[config.mk]
export PLATFORM = sky130hd
export DESIGN_NAME = spi_cfg_port
export DESIGN_NICKNAME = d
export VERILOG_FILES = /design/src/rtl/spi_cfg_pkg.sv /design/src/rtl/spi_pin_sampler.sv /design/src/rtl/spi_xfer_seq.sv /design/src/rtl/spi_cfg_regfile.sv /design/src/rtl/spi_cfg_port.sv
export SDC_FILE = /design/constraint.sdc
export NUM_CORES = 1
export LEC_CHECK = 0
export BUFFER_PORTS_ARGS = -buffer_cell sky130_fd_sc_hd__buf_2
export CORE_MARGIN = 2
export CORE_UTILIZATION = 45
export CTS_CLUSTER_DIAMETER = 120
export DETAILED_ROUTE_END_ITERATION = 6
export GPL_TIMING_DRIVEN = 0
export PLACE_DENSITY_LB_ADDON = 0.3
export SETUP_SLACK_MARGIN = 0.02
export SLEW_MARGIN = 20
export SYNTH_ARGS = -nofsm -noshare
export SYNTH_HDL_FRONTEND = slang
export SYNTH_HIERARCHICAL = 1
export SYNTH_SLANG_ARGS = --single-unit
[constraint.sdc]
create_clock -name clk -period 5.6 [get_ports clk]
set_input_delay 0.56 -clock clk [delete_from_list [all_inputs] [get_ports clk]]
set_output_delay 0.56 -clock clk [all_outputs]
set_load 0.02 [all_outputs]
[src/rtl/spi_cfg_pkg.sv]
package spi_cfg_pkg;
  // command byte field positions (decoded by the sequencer)
  localparam int CMD_DIR_BIT  = 7;
  localparam int CMD_LEN_HI   = 6;
  localparam int CMD_LEN_LO   = 5;
  localparam int CMD_ADDR_W   = 5;
  // register 0 control bits
  localparam int CTL_3WIRE_BIT = 7;
  localparam int CTL_LSB_BIT   = 6;

  typedef enum logic [1:0] {
    PH_CMD  = 2'd0,
    PH_DATA = 2'd1,
    PH_END  = 2'd2
  } phase_t;
endpackage

[src/rtl/spi_pin_sampler.sv]
module spi_pin_sampler (
  input  logic clk,
  input  logic rst,
  input  logic sclk,
  input  logic cs_n,
  input  logic sdi,
  output logic sclk_rise,
  output logic sclk_fall,
  output logic cs_idle,
  output logic sdi_s
);
  logic sclk_s1, sclk_s2, cs_s1, sdi_s1;

  always_ff @(posedge clk) begin
    if (rst) begin
      sclk_s1 <= 1'b0;
      sclk_s2 <= 1'b0;
      cs_s1   <= 1'b1;
      sdi_s1  <= 1'b0;
    end else begin
      sclk_s1 <= sclk;
      sclk_s2 <= sclk_s1;
      cs_s1   <= cs_n;
      sdi_s1  <= sdi;
    end
  end

  assign sclk_rise = sclk_s1 & ~sclk_s2;
  assign sclk_fall = ~sclk_s1 & sclk_s2;
  assign cs_idle   = cs_s1;
  assign sdi_s     = sdi_s1;
endmodule

[src/rtl/spi_xfer_seq.sv]
module spi_xfer_seq
  import spi_cfg_pkg::*;
#(
  parameter int NREG   = 32,
  parameter int ADDR_W = $clog2(NREG)
) (
  input  logic              clk,
  input  logic              rst,
  input  logic              sclk_rise,
  input  logic              sclk_fall,
  input  logic              cs_idle,
  input  logic              sdi,
  input  logic              lsb_cfg,
  input  logic [7:0]        rd_data,
  input  logic              rd_vld,
  output logic              wr_en,
  output logic [ADDR_W-1:0] wr_addr,
  output logic [7:0]        wr_data,
  output logic              rd_req,
  output logic [ADDR_W-1:0] rd_addr,
  output logic              dout,
  output logic              oe
);
  localparam logic [ADDR_W-1:0] LAST_ADDR = ADDR_W'(NREG - 1);

  phase_t            phase_q;
  logic [2:0]        bit_q;
  logic [1:0]        left_q;
  logic [ADDR_W-1:0] addr_q;
  logic              rw_q;
  logic              lsb_q;
  logic [7:0]        sh_in_q;
  logic [7:0]        sh_out_q;
  logic [7:0]        byte_nxt;
  logic [ADDR_W-1:0] addr_inc;

  assign byte_nxt = lsb_q ? {sdi, sh_in_q[7:1]} : {sh_in_q[6:0], sdi};
  assign addr_inc = (addr_q == LAST_ADDR) ? '0 : addr_q + 1'b1;

  always_ff @(posedge clk) begin
    if (rst) begin
      phase_q  <= PH_CMD;
      bit_q    <= '0;
      left_q   <= '0;
      addr_q   <= '0;
      rw_q     <= 1'b0;
      lsb_q    <= 1'b0;
      sh_in_q  <= '0;
      sh_out_q <= '0;
      wr_en    <= 1'b0;
      wr_addr  <= '0;
      wr_data  <= '0;
      rd_req   <= 1'b0;
      rd_addr  <= '0;
      dout     <= 1'b0;
      oe       <= 1'b0;
    end else begin
      wr_en  <= 1'b0;
      rd_req <= 1'b0;
      if (cs_idle) begin
        phase_q <= PH_CMD;
        bit_q   <= '0;
        oe      <= 1'b0;
        lsb_q   <= lsb_cfg;
      end else begin
        if (sclk_rise) begin
          case (phase_q)
            PH_CMD: begin
              sh_in_q <= byte_nxt;
              bit_q   <= bit_q + 1'b1;
              if (bit_q == 3'd7) begin
                rw_q    <= byte_nxt[CMD_DIR_BIT];
                left_q  <= byte_nxt[CMD_LEN_HI:CMD_LEN_LO];
                addr_q  <= byte_nxt[ADDR_W-1:0];
                phase_q <= PH_DATA;
                if (byte_nxt[CMD_DIR_BIT]) begin
                  rd_req  <= 1'b1;
                  rd_addr <= byte_nxt[ADDR_W-1:0];
                end
              end
            end
            PH_DATA: begin
              sh_in_q <= byte_nxt;
              bit_q   <= bit_q + 1'b1;
              if (bit_q == 3'd7) begin
                if (!rw_q) begin
                  wr_en   <= 1'b1;
                  wr_addr <= addr_q;
                  wr_data <= byte_nxt;
                end
                addr_q <= addr_inc;
                if (left_q == 2'd0) begin
                  phase_q <= PH_END;
                end else begin
                  left_q <= left_q - 1'b1;
                  if (rw_q) begin
                    rd_req  <= 1'b1;
                    rd_addr <= addr_inc;
                  end
                end
              end
            end
            default: ;
          endcase
        end
        if (sclk_fall) begin
          if (phase_q == PH_DATA && rw_q) begin
            oe       <= 1'b1;
            dout     <= lsb_q ? sh_out_q[0] : sh_out_q[7];
            sh_out_q <= lsb_q ? {1'b0, sh_out_q[7:1]} : {sh_out_q[6:0], 1'b0};
          end else begin
            oe <= 1'b0;
          end
        end
        if (rd_vld) sh_out_q <= rd_data;
      end
    end
  end

  AST_IDLE_RESTART: assert property (@(posedge clk) disable iff (rst)
    cs_idle |=> (phase_q == PH_CMD && bit_q == 3'd0));
  AST_IDLE_QUIET: assert property (@(posedge clk) disable iff (rst)
    cs_idle |=> !oe);
  AST_NO_WRITE_ON_READ: assert property (@(posedge clk) disable iff (rst)
    wr_en |-> !rw_q);
  AST_DRIVE_IN_READ: assert property (@(posedge clk) disable iff (rst)
    $rose(oe) |-> (rw_q && phase_q != PH_CMD));
  AST_END_SILENT: assert property (@(posedge clk) disable iff (rst)
    (phase_q == PH_END) |=> !wr_en);
endmodule

[src/rtl/spi_cfg_regfile.sv]
module spi_cfg_regfile #(
  parameter int NREG   = 32,
  parameter int ADDR_W = $clog2(NREG)
) (
  input  logic              clk,
  input  logic              rst,
  input  logic              wr_en,
  input  logic [ADDR_W-1:0] wr_addr,
  input  logic [7:0]        wr_data,
  input  logic              rd_req,
  input  logic [ADDR_W-1:0] rd_addr,
  output logic [7:0]        rd_data,
  output logic              rd_vld,
  input  logic [ADDR_W-1:0] core_addr,
  output logic [7:0]        core_rdata,
  output logic [7:0]        cfg_ctrl
);
  logic [7:0] mem [NREG];
  logic [7:0] ctrl_q;
  logic [7:0] rd_raw_q, core_raw_q;
  logic       rd_sel0_q, core_sel0_q;

  // memory array: no reset, registered reads (block RAM friendly)
  always_ff @(posedge clk) begin
    if (wr_en && wr_addr != '0) mem[wr_addr] <= wr_data;
    rd_raw_q    <= mem[rd_addr];
    core_raw_q  <= mem[core_addr];
    rd_sel0_q   <= (rd_addr == '0);
    core_sel0_q <= (core_addr == '0);
  end

  // register 0 lives in flops so it resets and is visible at once
  always_ff @(posedge clk) begin
    if (rst) begin
      ctrl_q <= '0;
      rd_vld <= 1'b0;
    end else begin
      rd_vld <= rd_req;
      if (wr_en && wr_addr == '0) ctrl_q <= wr_data;
    end
  end

  assign rd_data    = rd_sel0_q   ? ctrl_q : rd_raw_q;
  assign core_rdata = core_sel0_q ? ctrl_q : core_raw_q;
  assign cfg_ctrl   = ctrl_q;

  AST_CTRL_COMMIT: assert property (@(posedge clk) disable iff (rst)
    (wr_en && wr_addr == '0) |=> (cfg_ctrl == $past(wr_data)));
endmodule

[src/rtl/spi_cfg_port.sv]
module spi_cfg_port
  import spi_cfg_pkg::*;
#(
  parameter int NREG   = 32,
  parameter int ADDR_W = $clog2(NREG)
) (
  input  logic              clk,
  input  logic              rst,
  input  logic              sclk,
  input  logic              cs_n,
  input  logic              sdio_in,
  output logic              sdio_out,
  output logic              sdio_oe,
  output logic              sdo_out,
  output logic              sdo_oe,
  input  logic [ADDR_W-1:0] core_addr,
  output logic [7:0]        core_rdata,
  output logic [7:0]        cfg_ctrl
);
  logic sclk_rise, sclk_fall, cs_idle, sdi_s;
  logic wr_en, rd_req, rd_vld, dout, oe;
  logic [ADDR_W-1:0] wr_addr, rd_addr;
  logic [7:0] wr_data, rd_data;

  spi_pin_sampler u_pins (
    .clk(clk), .rst(rst), .sclk(sclk), .cs_n(cs_n), .sdi(sdio_in),
    .sclk_rise(sclk_rise), .sclk_fall(sclk_fall), .cs_idle(cs_idle), .sdi_s(sdi_s)
  );

  spi_xfer_seq #(.NREG(NREG), .ADDR_W(ADDR_W)) u_seq (
    .clk(clk), .rst(rst), .sclk_rise(sclk_rise), .sclk_fall(sclk_fall),
    .cs_idle(cs_idle), .sdi(sdi_s), .lsb_cfg(cfg_ctrl[CTL_LSB_BIT]),
    .rd_data(rd_data), .rd_vld(rd_vld), .wr_en(wr_en), .wr_addr(wr_addr),
    .wr_data(wr_data), .rd_req(rd_req), .rd_addr(rd_addr), .dout(dout), .oe(oe)
  );

  spi_cfg_regfile #(.NREG(NREG), .ADDR_W(ADDR_W)) u_regs (
    .clk(clk), .rst(rst), .wr_en(wr_en), .wr_addr(wr_addr), .wr_data(wr_data),
    .rd_req(rd_req), .rd_addr(rd_addr), .rd_data(rd_data), .rd_vld(rd_vld),
    .core_addr(core_addr), .core_rdata(core_rdata), .cfg_ctrl(cfg_ctrl)
  );

  assign sdio_out = dout;
  assign sdo_out  = dout;
  assign sdio_oe  = oe &  cfg_ctrl[CTL_3WIRE_BIT];
  assign sdo_oe   = oe & ~cfg_ctrl[CTL_3WIRE_BIT];

  AST_ONE_PIN_DRIVEN: assert property (@(posedge clk) disable iff (rst)
    !(sdio_oe && sdo_oe));
endmodule

==> results of run 1 <==
cell type report:
cell class	instances	area share
buffer	66	0.0203
clock buffer	51	0.0574
clock inverter	12	0.00443
inverter	4	0.000872
multi-input combinational	464	0.334
sequential	339	0.544
tap	448	0.0326
timing repair buffer	24	0.00698
cell usage in the layout, fill, tap and decap left out, drive strengths merged, types with 4 or more instances in the layout:
master	count
a211oi	22
a21oi	23
and3	4
buf	60
clkbuf	81
clkinv	10
conb	8
dfxtp	83
edfxtp	256
ha	6
inv	4
mux2	32
mux2i	33
mux4	160
nand2	11
nand3	11
nand3b	7
nor2	80
nor2b	8
nor3	4
nor3b	5
o21ai	16
registers in the layout, summed over array words and instances, names as in the netlist, 8 cells and up:
name / flops
u_regs/cfg_ctrl: 8
u_regs/core_raw_q: 8
u_regs/mem: 256
u_regs/rd_raw_q: 8
u_seq/sh_in_q: 8
u_seq/sh_out_q: 8
u_seq/wr_data: 8
cells by family after synthesis:
logic type | Yosys count | synth area share
AOI/OAI and AO/OA | 73 | 0.0344
buffers and inverters | 70 | 0.0236
xor gates and xnor gates | 3 | 0.00170
muxes | 225 | 0.279
DFF | 339 | 0.606
adders and majority gates | 6 | 0.00486
and+or+nand+nor | 149 | 0.0506
other | 1 | 0.000243
how the worst max path moves through the flow:
stage | to | slack [ns] | start | cells past startpoint
2_1_floorplan | u_regs/core_raw_q[0] | 3.23 | core_addr[2] | 5
3_3_place_gp | u_regs/core_raw_q[2] | 2.39 | core_addr[2] | 5
3_5_place_dp | u_regs/core_raw_q[2] | 2.40 | core_addr[2] | 5
4_1_cts | u_regs/rd_raw_q[2] | 2.58 | u_seq/rd_addr[2] | 5
5_1_grt | u_regs/rd_raw_q[2] | 2.57 | u_seq/rd_addr[2] | 5
6_report | u_regs/rd_raw_q[7] | 2.62 | u_seq/rd_addr[2] | 5
worst max-delay path, stage by stage (launching register included):
cell and delay [ns]:
dfxtp_1 0.35, clkbuf_1 0.57, clkbuf_1 0.65, mux4_2 0.49
mux4_2 0.52, mux2_2 0.28
cells in the mapped netlist (9+ instances only):
master | n | area (um^2)
buf_2 | 9 | 45.0
dfxtp_1 | 83 | 1660
a211oi_1 | 14 | 105
nand2_1 | 11 | 41.3
a21oi_1 | 22 | 110
edfxtp_1 | 256 | 7690
nand3_1 | 11 | 55.1
nor2_1 | 72 | 270
mux2i_1 | 32 | 320
o21ai_0 | 15 | 75.1
clkbuf_1 | 30 | 113
buf_4 | 14 | 105
mux2_2 | 32 | 360
mux4_2 | 160 | 3600
where the power goes:
| group | internal [mW] | total, mW | switching [mW] |
|---|---|---|---|
| Combinational | 0.0957 | 0.208 | 0.112 |
| Clock | 1.27 | 2.20 | 0.926 |
| Sequential | 2.68 | 2.69 | 0.00691 |
| Total | 4.05 | 5.09 | 1.05 |
metrics by stage:
stage	util	hold slack [ns]
after floorplan	-	0.414
after global placement	0.480	0.447
after detailed placement	0.481	0.470
after CTS	0.512	0.213
after global routing	0.512	0.213
final	0.512	0.228
routing by layer:
metal / up-vias / wire length (um)
li1: 3669 / -
met2: 418 / 18700
met1: 4503 / 15400
met3: 67 / 3360
met5: - / 57
met4: 2 / 911
==> results.ini, run 1 <==
[outcome]
outcome = finished clean

[final_layout]
regArea_mm2 = 0.00936
area_growth_pct = 11.5
fill_cells = 2745
antenna_cells = 0
stdcell_area_mm2 = 0.0172
stdcell_count = 1408
num-nets-final = 950
multi_input_area_mm2 = 0.00575
drive_gt1_frac = 0.340

[clock_network]
htree_levels = 2
numCtsBuffers = 35
cts_hold_buf = 0
clkTransAtPathRegs_ns = 0.06
worstSkewPairLatency_ns = 0.52
tritoncts = built
clock_sinks = 339
cts_resized = 0
cts_setup_buffers = 0
cts_root_buf = clkbuf_16
clockBufferDepth = 3

[placement]
post-place-ws_ns = 2.40
place_inst = 1345
gp_congestion = 0.859
io_buffers = 24
dp_hpwl_um = 26600
post_dp_cell_area_mm2 = 0.0162

[drt]
drtIter0Drc = 946
via_per_inst = 6.15
route.detailed.wl_per_inst_um = 27.3
drc = 0
wirelength_um = 38400
routed-via-count = 8659
first_pass_iters = 5
ant_nets = 0

[global_route]
grt_pass1_vias = 8517
grt_busiest_layer = met2
global_route.usage.met2 = 0.355
grt_use_total = 0.218
grt_use_met3 = 0.0382
grt_pass1_wl_um = 56900
grt_max_degree = 35
grt_antenna_before_repair = 2
use_met1 = 0.304
grt_overflow = 0

[timing]
hold_violations = 0
final-setup-viol-count = 0
grt_setup_unrepaired = false
relSlewSlack = 0.334
tns_ns = 0
fmaxAchievable_mhz = 335
worstMarginPinSlew_ns = 0.997
worst_slack_ns = 2.62
clock_skew_ns = 0.0132
period_minus_slack_ns = 2.98
fin_crit_sh = 0.533
finalMaxSlewViolations = 0

[worst_hold_path]
worst_hold_path.num_cells = 2
hold_path_end = u_pins/cs_idle
hold_class = input port to register
min_from = cs_n

[floorplanning]
die-height_um = 189
die-area_mm2 = 0.0358
die_w_um = 189
initial_core_util = 0.459
io_pins = 30
core_area_mm2 = 0.0336
fp-row-count = 67

[synth]
yosys_most_used_dff = edfxtp_1
synth_cell_types = 56
yosysWarnings = 6
syn_area_mm2 = 0.0154
ys_ff_latch = 339
ys_seq_area_frac = 0.606
async_flop_share = 0
syn_inst = 866
avgSynthCellArea_um2 = 17.8
synth-edff-count = 256

[worst_setup_path]
critPathMaxFanout = 10
r2r-end = u_regs/rd_raw_q[7]
crit_arrival_ns = 3.39
critPathRequiredTime_ns = 6.01
reg2regPathDepth = 5
end_kind = register
cp-start-kind = register
critical_path_class = register to register
reg2reg_slack_ns = 2.62
r2r-start = u_seq/rd_addr[2]

[power]
p_leak_nw = 5.46
p_per_area_mw_per_mm2 = 296
vdd_drop_max_mv = 0.208
power_mw = 5.09

[run]
drv_cap = 0

(Power assumes the default switching activity.)
==> run 2, diff against run 1 <==
Clock period 5.6 ns to 2.75 ns, I/O delays scaled along.
==> results.ini, run 2 (same netlist as run 1, synthesis figures left out) <==
[outcome]
outcome = finished clean  ; unchanged

[timing]
final-setup-viol-count = 0  ; unchanged
fin_crit_sh = 0.912  ; was 0.533
fmaxAchievable_mhz = 399  ; was 335 MHz
finalMaxSlewViolations = 0  ; unchanged
relSlewSlack = 0.310  ; was 0.334
period_minus_slack_ns = 2.51  ; was 2.98 ns
grt_setup_unrepaired = false  ; unchanged
hold_violations = 0  ; unchanged
worst_slack_ns = 0.243  ; was 2.62 ns
worstMarginPinSlew_ns = 1.03  ; was 0.997 ns
clock_skew_ns = 0.0133  ; was 0.0132 ns

[global_route]
grt_max_degree = 35  ; unchanged
grt_pass1_vias = 8525  ; was 8517
grt_pass1_wl_um = 57000  ; was 56900 um
grt_use_total = 0.218  ; about the same
grt_overflow = 0  ; unchanged
grt_antenna_before_repair = 2  ; unchanged

[final_layout]
fill_cells = 2741  ; was 2745
top_register = u_regs/mem  ; unchanged
antenna_cells = 0  ; unchanged
drive_gt1_frac = 0.345  ; was 0.340
final_common_cell = edfxtp_1  ; unchanged
multi_input_area_mm2 = 0.00575  ; unchanged
regArea_mm2 = 0.00936  ; unchanged
stdcell_count = 1411  ; was 1408
area_growth_pct = 11.8  ; was 11.5%
final_cell_mix = edfxtp_1, mux4_2, dfxtp_1  ; unchanged
largest_reg_flops = 256  ; unchanged
num-nets-final = 953  ; was 950

[placement]
dp_hpwl_um = 26600  ; unchanged
gp_congestion = 0.859  ; unchanged
place_inst = 1345  ; unchanged
io_buffers = 24  ; unchanged
post-place-ws_ns = -0.254  ; was 2.40 ns

[power]
vdd_drop_max_mv = 0.425  ; was 0.208 mV
switching_share = 0.205  ; about the same
switchingPower_mw = 2.13  ; was 1.05 mW
clkPwrFrac = 0.431  ; about the same
p_leak_nw = 5.50  ; was 5.46 nW
p_seq_frac = 0.528  ; about the same
p_per_area_mw_per_mm2 = 601  ; was 296 mW/mm^2
p_comb_frac = 0.041  ; about the same
internal-power_mw = 8.24  ; was 4.05 mW

[worst_hold_path]
min_from = rst  ; was cs_n
worst_hold_path.num_cells = 2  ; unchanged
hold_class = input port to register  ; unchanged
hold_path_end = u_pins/sclk_s2  ; was u_pins/cs_idle

[floorplanning]
core_area_mm2 = 0.0336  ; unchanged
die-height_um = 189  ; unchanged
die_w_um = 189  ; unchanged
initial_core_util = 0.459  ; unchanged
io_pins = 30  ; unchanged
fp-row-count = 67  ; unchanged
die-area_mm2 = 0.0358  ; unchanged

[drt]
drtIter0Drc = 1071  ; was 946
wirelength_um = 38500  ; was 38400 um
routed-via-count = 8662  ; was 8659
route.detailed.wl_per_inst_um = 27.3  ; about the same
first_pass_iters = 5  ; unchanged
via_per_inst = 6.14  ; was 6.15
drc = 0  ; unchanged
ant_nets = 0  ; unchanged

[worst_setup_path]
r2r-end = u_regs/mem[2][3]  ; was u_regs/rd_raw_q[7]
end_kind = register  ; unchanged
reg2regPathDepth = 4  ; was 5
critPathRequiredTime_ns = 2.88  ; was 6.01 ns
critical_path_class = register to register  ; unchanged
r2r-start = u_seq/wr_addr[3]  ; was u_seq/rd_addr[2]
cp-start-kind = register  ; unchanged
critPathMaxFanout = 10  ; unchanged
crit_arrival_ns = 2.63  ; was 3.39 ns
reg2reg_slack_ns = 0.24  ; was 2.62 ns

[clock_network]
numCtsBuffers = 35  ; unchanged
clkTransAtPathRegs_ns = 0.06  ; about the same
htree_levels = 2  ; unchanged
cts_root_buf = clkbuf_16  ; unchanged
tritoncts = built  ; unchanged
cts_setup_buffers = 0  ; unchanged
clock_sinks = 339  ; unchanged
worstSkewPairLatency_ns = 0.51  ; was 0.52 ns
clockBufferDepth = 3  ; unchanged

[run]
drv_cap = 0  ; unchanged

## run 2: per-layer routing
metal / GRT usage / vias up / wire (um)
met5: 0 / - / 0
met1: 0.306 / 4478 / 15500
met4: 0.0581 / 0 / 892
met2: 0.356 / 439 / 18600
li1: - / 3680 / -
met3: 0.0397 / 65 / 3520
## run 2: worst max-delay path by stage
stage | startpoint | to | slack, ns | depth (start not counted)
2_1_floorplan | u_seq/rd_addr[2] | u_regs/rd_raw_q[0] | 0.60 | 5
3_3_place_gp | u_seq/rd_addr[2] | u_regs/rd_raw_q[2] | -0.25 | 5
3_5_place_dp | u_seq/rd_addr[2] | u_regs/rd_raw_q[2] | -0.25 | 5
4_1_cts | u_seq/rd_addr[0] | u_regs/rd_raw_q[1] | 0.25 | 4
5_1_grt | u_seq/wr_addr[3] | u_regs/mem[2][7] | 0.16 | 4
6_report | u_seq/wr_addr[3] | u_regs/mem[2][3] | 0.24 | 4
## run 2: cell type report
| type | instances | area share |
|---|---|---|
| sequential | 339 | 0.542 |
| multi-input combinational | 464 | 0.333 |
| clock buffer | 51 | 0.0573 |
| tap | 448 | 0.0325 |
| buffer | 66 | 0.0207 |
| timing repair buffer | 27 | 0.00870 |
| clock inverter | 12 | 0.00442 |
| inverter | 4 | 0.000870 |
## run 2: critical path: stages, from the launching register on
cell and delay, ns:
dfxtp_1 0.31, clkbuf_1 0.25, or3_1 0.44, clkbuf_1 0.26
nor2_1 0.85
## run 2: repair_timing
action / 4_1_cts / 5_1_grt
endpoints found under the setup margin: 8 / 0
hold buffers: 3 / 0
resized for setup: 6 / 0
endpoints found under the hold margin: 3 / 0
## run 2: power by group through the flow
stage / Clock [mW] / Sequential (mW) / Combinational [mW]
2_1_floorplan: 0 / 5.58 / 0.289
3_3_place_gp: 0 / 5.58 / 0.421
3_5_place_dp: 0 / 5.58 / 0.420
4_1_cts: 4.55 / 5.47 / 0.425
5_1_grt: 4.77 / 5.47 / 0.447
6_report: 4.47 / 5.48 / 0.426
## run 2: metrics by stage
| stage | cell area, um^2 | util | hold WS, ns | power [mW] | TNS (ns) |
|---|---|---|---|---|---|
| global placement | 16100 | 0.480 | 0.447 | 6.00 | -2.85 |
| detailed placement | 16200 | 0.481 | 0.467 | 6.00 | -2.83 |
| CTS | 17300 | 0.513 | 0.00804 | 10.5 | 0 |
| floorplan | 15500 | - | 0.347 | 5.87 | 0 |
| finish | 17300 | 0.513 | 0.0184 | 10.4 | 0 |
| global route | 17300 | 0.513 | 0.0263 | 10.7 | 0 |
